`src/rtl/fsr_pkg.sv`:
```
package fsr_pkg;

    // Command codes
    typedef enum logic [7:0] {
        OP_WRSR = 8'h01,
        OP_PP   = 8'h02,
        OP_RDSR = 8'h05,
        OP_WREN = 8'h06,
        OP_BE   = 8'hC7,
        OP_SE   = 8'hD8
    } op_e;

    // Held status state
    typedef struct packed {
        logic       lock;   // status-write lock, works with wp_n
        logic [2:0] zone;   // protected region select
        logic       wel;    // write enable latch
        logic       wip;    // busy flag
    } sr_t;

    localparam int SPAN_BITS = 7;

    function automatic logic [7:0] sr_byte(sr_t s);
        return {s.lock, 2'b00, s.zone, s.wel, s.wip};
    endfunction

    // Region n (nonzero) covers the top 1/2^(7-n) of the array
    function automatic logic region_locked(logic [2:0] zone, logic [SPAN_BITS-1:0] top);
        logic hit;
        int   span;
        hit  = (zone != 3'd0);
        span = SPAN_BITS - int'(zone);
        for (int i = 0; i < SPAN_BITS; i++) begin
            if (i < span && !top[SPAN_BITS-1-i]) hit = 1'b0;
        end
        return hit;
    endfunction

endpackage

```
`src/rtl/fsr_shift_in.sv`:
```
module fsr_shift_in #(
    parameter  int ADDR_BYTES = 3,
    localparam int ADDR_W     = 8 * ADDR_BYTES,
    localparam int CNT_W      = $clog2(ADDR_BYTES + 3)
) (
    input  logic              clk,
    input  logic              rst,
    input  logic              frame_start,
    input  logic              bit_rise,
    input  logic              mosi_s,
    output logic [7:0]        opcode,
    output logic [7:0]        data1,
    output logic [ADDR_W-1:0] addr,
    output logic [2:0]        bit_idx,
    output logic [CNT_W-1:0]  byte_cnt
);
    localparam logic [CNT_W-1:0] CNT_MAX  = CNT_W'(ADDR_BYTES + 2);
    localparam logic [CNT_W-1:0] CNT_ONE  = CNT_W'(1);
    localparam logic [CNT_W-1:0] CNT_ALST = CNT_W'(ADDR_BYTES);

    logic [6:0]        sh;
    logic [7:0]        nxt;
    logic [ADDR_W+7:0] acat;

    assign nxt  = {sh, mosi_s};
    assign acat = {addr, nxt};

    always_ff @(posedge clk) begin
        if (rst) begin
            sh       <= '0;
            opcode   <= '0;
            data1    <= '0;
            addr     <= '0;
            bit_idx  <= '0;
            byte_cnt <= '0;
        end else if (frame_start) begin
            bit_idx  <= '0;
            byte_cnt <= '0;
        end else if (bit_rise) begin
            sh      <= nxt[6:0];
            bit_idx <= bit_idx + 3'd1;
            if (bit_idx == 3'd7) begin
                if (byte_cnt == '0)      opcode <= nxt;
                if (byte_cnt == CNT_ONE) data1  <= nxt;
                if (byte_cnt >= CNT_ONE && byte_cnt <= CNT_ALST)
                    addr <= acat[ADDR_W-1:0];
                if (byte_cnt != CNT_MAX) byte_cnt <= byte_cnt + CNT_ONE;
            end
        end
    end

endmodule

```
`src/rtl/fsr_shift_out.sv`:
```
module fsr_shift_out (
    input  logic       clk,
    input  logic       rst,
    input  logic       cs_idle,
    input  logic       sck_fall,
    input  logic       rd_go,
    input  logic [7:0] stat,
    output logic       so_data,
    output logic       so_en
);
    logic [6:0] sh;
    logic [2:0] idx;

    always_ff @(posedge clk) begin
        if (rst) begin
            sh      <= '0;
            idx     <= '0;
            so_data <= 1'b0;
            so_en   <= 1'b0;
        end else if (cs_idle) begin
            so_en <= 1'b0;
            idx   <= '0;
        end else if (sck_fall && rd_go) begin
            so_en <= 1'b1;
            idx   <= idx + 3'd1;
            if (idx == 3'd0) begin
                // fresh copy at every byte start
                so_data <= stat[7];
                sh      <= stat[6:0];
            end else begin
                so_data <= sh[6];
                sh      <= {sh[5:0], 1'b0};
            end
        end
    end

endmodule

```
`src/rtl/fsr_regs.sv`:
```
module fsr_regs
    import fsr_pkg::*;
#(
    parameter  int ADDR_BYTES  = 3,
    parameter  int BUSY_CYCLES = 300,
    localparam int ADDR_W      = 8 * ADDR_BYTES,
    localparam int CNT_W       = $clog2(ADDR_BYTES + 3),
    localparam int TMR_W       = $clog2(BUSY_CYCLES + 1)
) (
    input  logic              clk,
    input  logic              rst,
    input  logic              wp_n,
    input  logic              frame_end,
    input  logic [7:0]        opcode,
    input  logic [7:0]        data1,
    input  logic [ADDR_W-1:0] addr,
    input  logic [2:0]        bit_idx,
    input  logic [CNT_W-1:0]  byte_cnt,
    output sr_t               st,
    output logic              prog_start,
    output logic              erase_start,
    output logic              bulk_start,
    output logic [ADDR_W-1:0] op_addr
);
    localparam logic [CNT_W-1:0] LEN_ONE = CNT_W'(1);
    localparam logic [CNT_W-1:0] LEN_WR  = CNT_W'(2);
    localparam logic [CNT_W-1:0] LEN_SE  = CNT_W'(ADDR_BYTES + 1);
    localparam logic [CNT_W-1:0] LEN_PP  = CNT_W'(ADDR_BYTES + 2);

    logic             aligned, ready, hw_lock, in_zone;
    logic             set_wel, do_wrsr, do_pp, do_se, do_be, go_busy;
    logic [TMR_W-1:0] timer;

    always_comb begin
        aligned = (bit_idx == 3'd0) && frame_end && !st.wip;
        ready   = aligned && st.wel;
        hw_lock = st.lock && !wp_n;
        in_zone = region_locked(st.zone, addr[ADDR_W-1 -: SPAN_BITS]);
        set_wel = aligned && (opcode == OP_WREN) && (byte_cnt == LEN_ONE);
        do_wrsr = ready && (opcode == OP_WRSR) && (byte_cnt == LEN_WR) && !hw_lock;
        do_pp   = ready && (opcode == OP_PP) && (byte_cnt == LEN_PP) && !in_zone;
        do_se   = ready && (opcode == OP_SE) && (byte_cnt == LEN_SE) && !in_zone;
        do_be   = ready && (opcode == OP_BE) && (byte_cnt == LEN_ONE) && (st.zone == 3'd0);
        go_busy = do_wrsr || do_pp || do_se || do_be;
    end

    always_ff @(posedge clk) begin
        if (rst) begin
            st          <= '0;
            timer       <= '0;
            prog_start  <= 1'b0;
            erase_start <= 1'b0;
            bulk_start  <= 1'b0;
            op_addr     <= '0;
        end else begin
            prog_start  <= do_pp;
            erase_start <= do_se;
            bulk_start  <= do_be;
            if (do_pp || do_se) op_addr <= addr;
            if (set_wel) st.wel <= 1'b1;
            if (do_wrsr) begin
                st.lock <= data1[7];
                st.zone <= data1[4:2];
            end
            if (go_busy) begin
                st.wip <= 1'b1;
                timer  <= TMR_W'(BUSY_CYCLES - 1);
            end else if (st.wip) begin
                if (timer == '0) begin
                    st.wip <= 1'b0;
                    st.wel <= 1'b0;
                end else begin
                    timer <= timer - 1'b1;
                end
            end
        end
    end

endmodule

```
`src/rtl/flash_status_unit.sv`:
```
module flash_status_unit
    import fsr_pkg::*;
#(
    parameter int ADDR_BYTES  = 3,
    parameter int BUSY_CYCLES = 300
) (
    input  logic                    clk,
    input  logic                    rst,
    input  logic                    cs_n,
    input  logic                    sck,
    input  logic                    mosi,
    input  logic                    wp_n,
    output logic                    so_data,
    output logic                    so_en,
    output logic                    prog_start,
    output logic                    erase_start,
    output logic                    bulk_start,
    output logic [8*ADDR_BYTES-1:0] op_addr
);
    localparam int ADDR_W = 8 * ADDR_BYTES;
    localparam int CNT_W  = $clog2(ADDR_BYTES + 3);

    logic s_cs, p_cs, s_sck, p_sck, s_mosi;
    logic frame_start, frame_end, bit_rise, sck_fall, rd_go;

    logic [7:0]        opcode, data1;
    logic [ADDR_W-1:0] addr;
    logic [2:0]        bit_idx;
    logic [CNT_W-1:0]  byte_cnt;
    sr_t               st;

    always_ff @(posedge clk) begin
        if (rst) begin
            s_cs   <= 1'b1;
            p_cs   <= 1'b1;
            s_sck  <= 1'b0;
            p_sck  <= 1'b0;
            s_mosi <= 1'b0;
        end else begin
            s_cs   <= cs_n;
            p_cs   <= s_cs;
            s_sck  <= sck;
            p_sck  <= s_sck;
            s_mosi <= mosi;
        end
    end

    assign frame_start = !s_cs && p_cs;
    assign frame_end   = s_cs && !p_cs;
    assign bit_rise    = !s_cs && s_sck && !p_sck;
    assign sck_fall    = !s_cs && !s_sck && p_sck;
    assign rd_go       = (opcode == OP_RDSR) && (byte_cnt != '0);

    fsr_shift_in #(.ADDR_BYTES(ADDR_BYTES)) u_in (
        .clk        (clk),
        .rst        (rst),
        .frame_start(frame_start),
        .bit_rise   (bit_rise),
        .mosi_s     (s_mosi),
        .opcode     (opcode),
        .data1      (data1),
        .addr       (addr),
        .bit_idx    (bit_idx),
        .byte_cnt   (byte_cnt)
    );

    fsr_regs #(.ADDR_BYTES(ADDR_BYTES), .BUSY_CYCLES(BUSY_CYCLES)) u_regs (
        .clk        (clk),
        .rst        (rst),
        .wp_n       (wp_n),
        .frame_end  (frame_end),
        .opcode     (opcode),
        .data1      (data1),
        .addr       (addr),
        .bit_idx    (bit_idx),
        .byte_cnt   (byte_cnt),
        .st         (st),
        .prog_start (prog_start),
        .erase_start(erase_start),
        .bulk_start (bulk_start),
        .op_addr    (op_addr)
    );

    fsr_shift_out u_out (
        .clk     (clk),
        .rst     (rst),
        .cs_idle (s_cs),
        .sck_fall(sck_fall),
        .rd_go   (rd_go),
        .stat    (sr_byte(st)),
        .so_data (so_data),
        .so_en   (so_en)
    );

endmodule

```
`config.mk`:
```
export PLATFORM = sky130hd
export DESIGN_NAME = flash_status_unit
export DESIGN_NICKNAME = d
export VERILOG_FILES = /design/src/rtl/fsr_pkg.sv /design/src/rtl/fsr_shift_in.sv /design/src/rtl/fsr_shift_out.sv /design/src/rtl/fsr_regs.sv /design/src/rtl/flash_status_unit.sv
export SDC_FILE = /design/constraint.sdc
export NUM_CORES = 1
export LEC_CHECK = 0
export ABC_CLOCK_PERIOD_IN_PS = 2600
export BUFFER_PORTS_ARGS = -buffer_cell sky130_fd_sc_hd__buf_2
export CAP_MARGIN = 40
export CORE_MARGIN = 5
export CORE_UTILIZATION = 30
export DETAILED_ROUTE_END_ITERATION = 6
export RECOVER_POWER = 100
export SLEW_MARGIN = 20
export SYNTH_ARGS = -nofsm -noshare
export SYNTH_HDL_FRONTEND = slang
export SYNTH_SLANG_ARGS = --single-unit
export TNS_END_PERCENT = 5
```
`constraint.sdc`:
```
create_clock -name clk -period 2.6 [get_ports clk]
set_input_delay 0.39 -clock clk [delete_from_list [all_inputs] [get_ports clk]]
set_output_delay 0.39 -clock clk [all_outputs]
set_load 0.01 [all_outputs]
```
==> flow_metrics.py, run 1 <==
metrics = {
    "placement": {
        "dp_hpwl_um": 6480,
        "io_buffers": 34,
        "place_congestion": 0.765,
        "placed_cell_area_sq_um": 4780,
        "post-place-ws_ns": 0.347,
    },
    "timing": {
        "clock_skew_ns": 0.00943,
        "min_period_ns": 2.29,
        "holdWs_ns": 0.234,
        "tightest_slew_ns": 1.22,
        "hold_viol_final": 0,
        "setup_tns_ns": 0,
        "slew_headroom_pct": 18.6,
        "max_freq_mhz": 437,
        "worst_slack_ns": 0.310,
        "rsz0062_at_grt": "false",
        "drv_slew": 0,
        "fin_crit_sh_pct": 88.1,
        "setup_violations": 0,
    },
    "final_layout": {
        "nFillCells": 1499,
        "fin_area_sq_um": 4990,
        "layout.nets": 533,
        "n_antenna_cell": 0,
        "drive_above_1_share_pct": 6.72,
        "layout_common_cells": "108 x dfxtp_1, 78 x nand2_1, 66 x nor2_1",
        "final_common_cell": "dfxtp_1",
        "area_growth_pct": 12.9,
    },
    "min_path": {
        "holdCritStartpoint": "cs_n",
        "hold_class": "primary input to flop",
    },
    "power": {
        "ir_worst_vdd_mv": 0.231,
        "clkPwrFrac_pct": 43.5,
        "power.total_mw": 3.01,
        "p_leak_nw": 1.64,
        "p_seq_share_pct": 55.2,
        "sw_frac_of_total_pct": 21.9,
        "p_int_mw": 2.35,
        "power_switching_mw": 0.658,
        "p_comb_share_pct": 1.3,
        "p_per_area_nw_per_um2": 603,
    },
    "setup_path": {
        "cp_slowest_cell": "and3_1",
        "crit_start": "s_cs",
        "r2r-start": "s_cs",
        "critPathCaptureType": "flop",
        "critPathMaxFanout": 8,
        "cp.required_ns": 2.80,
        "worst_path_largest_cell_delay_ns": 0.56,
        "critPathTopFamily": "simple AND/OR/NAND/NOR gates",
        "arrival_ns": 2.49,
        "critPathKind": "flop to flop",
        "crit_path_cell_trace": "nor3b_4 -> nor2b_1 -> clkbuf_1 -> and3_1 -> mux2i_1 -> nor2_1",
        "path_buf_inv": 1,
        "startpoint_type": "flop",
    },
    "synth": {
        "synth_area_sq_um": 4420,
        "synth_cell_types": 48,
        "postSynthAreaPerCell_sq_um": 9.01,
        "syn_nets": 508,
        "ys_ff_latch": 108,
        "synth-edff-count": 0,
        "synth-main-ff-cell": "dfxtp_1",
        "synthCells": 491,
        "yosysSeqAreaShare_pct": 48.9,
        "yosys_warnings": 0,
        "synthArstFlopShare_pct": 0,
    },
    "global_route": {
        "grt_util_met2_pct": 17.7,
        "grtUsageMet1_pct": 13.7,
        "grt_pass1_vias": 3275,
        "grt_max_degree": 72,
        "grt_use_total_pct": 10.6,
        "met3_usage_pct": 2.10,
        "antenna_found_initial": 0,
        "grt_overflow": 0,
        "grt.busiest_layer": "met2",
        "grt_pass1_wl_um": 15700,
    },
    "floorplanning": {
        "initial_core_util_pct": 30.6,
        "core_area_sq_um": 14500,
        "rows": 44,
        "io_pins": 35,
        "die_area_sq_um": 17300,
        "die_h_um": 131,
        "die_width_um": 131,
    },
    "drt": {
        "num_vias": 3365,
        "drt_wl_total_um": 9240,
        "ant_nets": 0,
        "drc_errors": 0,
        "routed_via_density": 4.77,
        "drt_iter0_markers": 114,
        "wl_per_cell_um": 13.1,
        "firstDrtPassIters": 4,
    },
    "clock_network": {
        "cts_buffers": 9,
        "postCtsSetupRepairBufs": 0,
        "cts_root_buf": "clkbuf_16",
        "tritoncts": "done",
        "cts_max_path_buffers": 2,
        "hold_buffers": 0,
        "cts_resized": 0,
        "clock_latency_ns": 0.35,
        "clock-sinks": 108,
        "cts_max_level": 3,
        "clk_pin_slew_ns": 0.07,
    },
    "job": {
        "drv_cap": 0,
    },
    "outcome": {
        "run_status": "complete, no violations",
    },
}
[power by group through the flow]
stage | Sequential, mW | Combinational [mW] | Clock (mW)
4_1_cts | 1.66 | 0.0442 | 1.34
6_report | 1.66 | 0.0403 | 1.31
3_5_place_dp | 1.70 | 0.0439 | 0
2_1_floorplan | 1.70 | 0.0312 | 0
3_3_place_gp | 1.70 | 0.0432 | 0
5_1_grt | 1.66 | 0.0452 | 1.41
[synth_stat cells, types with 2 or more instances]
| cell type | instances | area share [%] |
|---|---|---|
| o21ai_0 | 7 | 0.79 |
| nor2b_1 | 7 | 0.99 |
| nor2_1 | 66 | 5.6 |
| nand4b_1 | 2 | 0.40 |
| xnor2_1 | 7 | 1.4 |
| mux2i_1 | 44 | 10 |
| dfxtp_1 | 108 | 49 |
| nor4_2 | 3 | 0.85 |
| nor4b_1 | 4 | 0.79 |
| nor3b_1 | 3 | 0.51 |
| ha_1 | 11 | 3.1 |
| nand4_1 | 5 | 0.71 |
| clkbuf_1 | 16 | 1.4 |
| nand2b_1 | 4 | 0.57 |
| and3_1 | 3 | 0.42 |
| nor4_1 | 6 | 0.85 |
| nand2_1 | 77 | 6.5 |
| a21oi_1 | 54 | 6.1 |
| buf_2 | 6 | 0.68 |
| nor3_1 | 6 | 0.68 |
| nand3_1 | 3 | 0.34 |
| buf_6 | 3 | 0.76 |
| or2_2 | 4 | 0.57 |
| inv_1 | 14 | 1.2 |
| nor4bb_1 | 5 | 1.1 |
[flip-flops by register name, indices dropped and copies added (netlist names), 4 cells and up]
name / cells
u_in.opcode: 8
u_regs.st: 6
u_regs.op_addr: 24
u_out.sh: 7
u_in.addr: 24
u_regs.timer: 9
u_in.data1: 4
u_in.sh: 7
[stage by stage]
step,cells,util [%]
after global routing,705,34.5
final,705,34.5
after floorplan,491,-
after detailed placement,689,33.0
after CTS,705,35.0
after global placement,689,33.0
[cell families (layout without fill, tap and decap cells)]
kind of cell | after synthesis | count (layout) | synth area share (%)
adders and majority gates | 11 | 11 | 3.11
buffers and inverters | 41 | 71 | 4.19
and+or+nand+nor | 207 | 207 | 22.8
DFF | 108 | 108 | 48.9
xor gates and xnor gates | 7 | 7 | 1.39
AOI/OAI and AO/OA | 73 | 73 | 9.73
muxes | 44 | 44 | 9.95
[layer usage]
layer  part of all wire [%]  vias up
li1                       -     1716
met1                     47     1586
met2                     49       48
met3                    2.5       15
met4                    1.4        0
met5                      0        -
[cell type report]
cell class / count / area, sq um / share of cell area, %
Tap cell: 184 / 230 / 4.61
Inverter: 14 / 52.6 / 1.05
Sequential cell: 108 / 2160 / 43.3
Clock inverter: 5 / 42.5 / 0.852
Timing Repair Buffer: 41 / 190 / 3.81
Clock buffer: 11 / 243 / 4.86
Multi-Input combinational cell: 342 / 2070 / 41.5
[worst paths after layout]
kind | endpoint | slack [ns] | cells past startpoint
worst max register to register | u_in.opcode[3] | 0.31 | 6
worst min-delay path | s_cs | 0.23 | 2
worst min register to register | u_out.so_en | 0.44 | 2
worst max-delay path | u_in.opcode[3] | 0.31 | 6
No activity file was read; power rests on OpenSTA's default activity.
==> run 2, diff against run 1 <==
--- a/config.mk
+++ b/config.mk
@@ -5,7 +5,7 @@
 export SDC_FILE = /design/constraint.sdc
 export NUM_CORES = 1
 export LEC_CHECK = 0
-export ABC_CLOCK_PERIOD_IN_PS = 2600
+export ABC_CLOCK_PERIOD_IN_PS = 2810
 export BUFFER_PORTS_ARGS = -buffer_cell sky130_fd_sc_hd__buf_2
 export CAP_MARGIN = 40
 export CORE_MARGIN = 5
==> constraint.sdc (replaced) <==
create_clock -name clk -period 2.81 [get_ports clk]
set_input_delay 0.4215 -clock clk [delete_from_list [all_inputs] [get_ports clk]]
set_output_delay 0.4215 -clock clk [all_outputs]
set_load 0.01 [all_outputs]
==> run 2 against run 1 <==
Against the previous run:
- the flow now finishes with violations (max-capacitance violations, max-slew violations)
- clock-buffer cell count unchanged
- first-iteration DRC count is 18% higher
- design area fell by 0.13%
- clock power shrank 8%
- highest routed layer unchanged
- wire length decreased by 0.12%
==> flow_metrics.py, run 2 (synthesis gave the netlist of run 1 again) <==
metrics = {
    "outcome": {
        "run_status": "complete, but fails checks",
        "violations": "max-capacitance violations, max-slew violations",
    },
    "drt": {
        "routed_via_density": 4.73,
        "wl_per_cell_um": 13.1,
        "ant_nets": 0,
        "drt_wl_total_um": 9230,
        "firstDrtPassIters": 4,
        "drt_iter0_markers": 134,
        "drc_errors": 0,
        "num_vias": 3340,
    },
    "global_route": {
        "grt_use_total_pct": 10.9,
        "grt_overflow": 0,
        "grt_pass1_wl_um": 15900,
        "grt_max_degree": 39,
        "antenna_found_initial": 0,
        "grt_pass1_vias": 3349,
    },
    "placement": {
        "dp_hpwl_um": 6570,
        "place_congestion": 0.747,
        "io_buffers": 34,
        "place_inst": 690,
        "post-place-ws_ns": 0.534,
    },
    "clock_network": {
        "cts_root_buf": "clkbuf_16",
        "clk_pin_slew_ns": 0.07,
        "cts_resized": 0,
        "clock-sinks": 108,
        "postCtsSetupRepairBufs": 0,
        "clock_latency_ns": 0.35,
        "cts_max_path_buffers": 2,
        "cts_buffers": 9,
        "hold_buffers": 0,
        "cts_max_level": 3,
        "tritoncts": "done",
    },
    "setup_path": {
        "startpoint_type": "flop",
        "critPathCaptureType": "flop",
        "arrival_ns": 2.63,
        "critPathMaxFanout": 31,
        "critPathKind": "flop to flop",
        "cp.required_ns": 3.05,
        "r2r_cells": 8,
    },
    "timing": {
        "fin_crit_sh_pct": 85.0,
        "setup_tns_ns": 0,
        "drv_slew": 39,
        "holdWs_ns": 0.265,
        "setup_violations": 0,
        "clock_skew_ns": 0.00779,
        "hold_viol_final": 0,
        "tightest_slew_ns": 1.63,
        "slew_headroom_pct": -8.75,
        "rsz0062_at_grt": "false",
        "min_period_ns": 2.39,
        "worst_slack_ns": 0.422,
        "max_freq_mhz": 419,
    },
    "floorplanning": {
        "die_area_sq_um": 17300,
        "die_h_um": 131,
        "core_area_sq_um": 14500,
        "initial_core_util_pct": 30.6,
        "rows": 44,
        "io_pins": 35,
        "die_width_um": 131,
    },
    "final_layout": {
        "top_regs": "u_in.addr (24), u_regs.op_addr (24), u_regs.timer (9)",
        "n_antenna_cell": 0,
        "area_growth_pct": 12.7,
        "register_area_sq_um": 2160,
        "final_common_cell": "dfxtp_1",
        "drive_above_1_share_pct": 7.28,
        "layout.nets": 534,
        "nFillCells": 1501,
        "multi_input_area_sq_um": 2060,
        "fin_cells": 706,
        "utilization_pct": 34.4,
        "layout_common_cells": "108 x dfxtp_1, 77 x nand2_1, 66 x nor2_1",
    },
    "power": {
        "p_leak_nw": 1.66,
        "p_per_area_nw_per_um2": 558,
        "ir_worst_vdd_mv": 0.315,
    },
    "min_path": {
        "hold_class": "primary input to flop",
        "hold_depth": 2,
    },
    "job": {
        "drv_cap": 1,
    },
}
[run 2: cell type report]
class | instances | share of cell area (%)
Tap cell | 184 | 4.62
Timing Repair Buffer | 42 | 3.94
Inverter | 14 | 1.05
Sequential cell | 108 | 43.4
Clock inverter | 5 | 0.828
Clock buffer | 11 | 4.87
Multi-Input combinational cell | 342 | 41.3
[run 2: power breakdown]
part           internal, mW  switching, mW  leakage, nW
combinational       0.00931         0.0282        0.653
sequential             1.53        0.00492        0.871
clock                 0.637          0.568        0.138
total                  2.18          0.602         1.66
[run 2: worst paths after layout]
kind / start / to / slack [ns]
setup / recovery: u_in.byte_cnt[0] / u_regs.timer[1] / 0.42
hold / removal: cs_n / s_cs / 0.27
setup reg to reg: u_in.byte_cnt[0] / u_regs.timer[1] / 0.42
hold reg to reg: u_out.so_en / u_out.so_en / 0.45
[run 2: critical path: stages, from the launching register on]
cell and delay [ns]:
dfxtp_1 0.35, inv_1 0.12, ha_1 0.18, nand4_1 0.12, or4_4 0.43, a221oi_1 0.43
buf_12 0.28, nor2_1 0.11, a221oi_1 0.26
[run 2: stage by stage]
stage                     power [mW]  instance area [sq um]
after floorplan                 1.60                   4420
after global placement          1.61                   4770
after detailed placement        1.61                   4770
after CTS                       2.82                   5060
after global routing            2.89                   4990
final                           2.78                   4990
[run 2: layer usage]
layer | global-route usage (%) | part of all wire (%) | vias up
met3 | 1.80 | 2.1 | 16
li1 | - | - | 1727
met2 | 18.4 | 49 | 41
met4 | 5.49 | 2.4 | 0
met5 | 0 | 0 | -
met1 | 13.6 | 47 | 1556
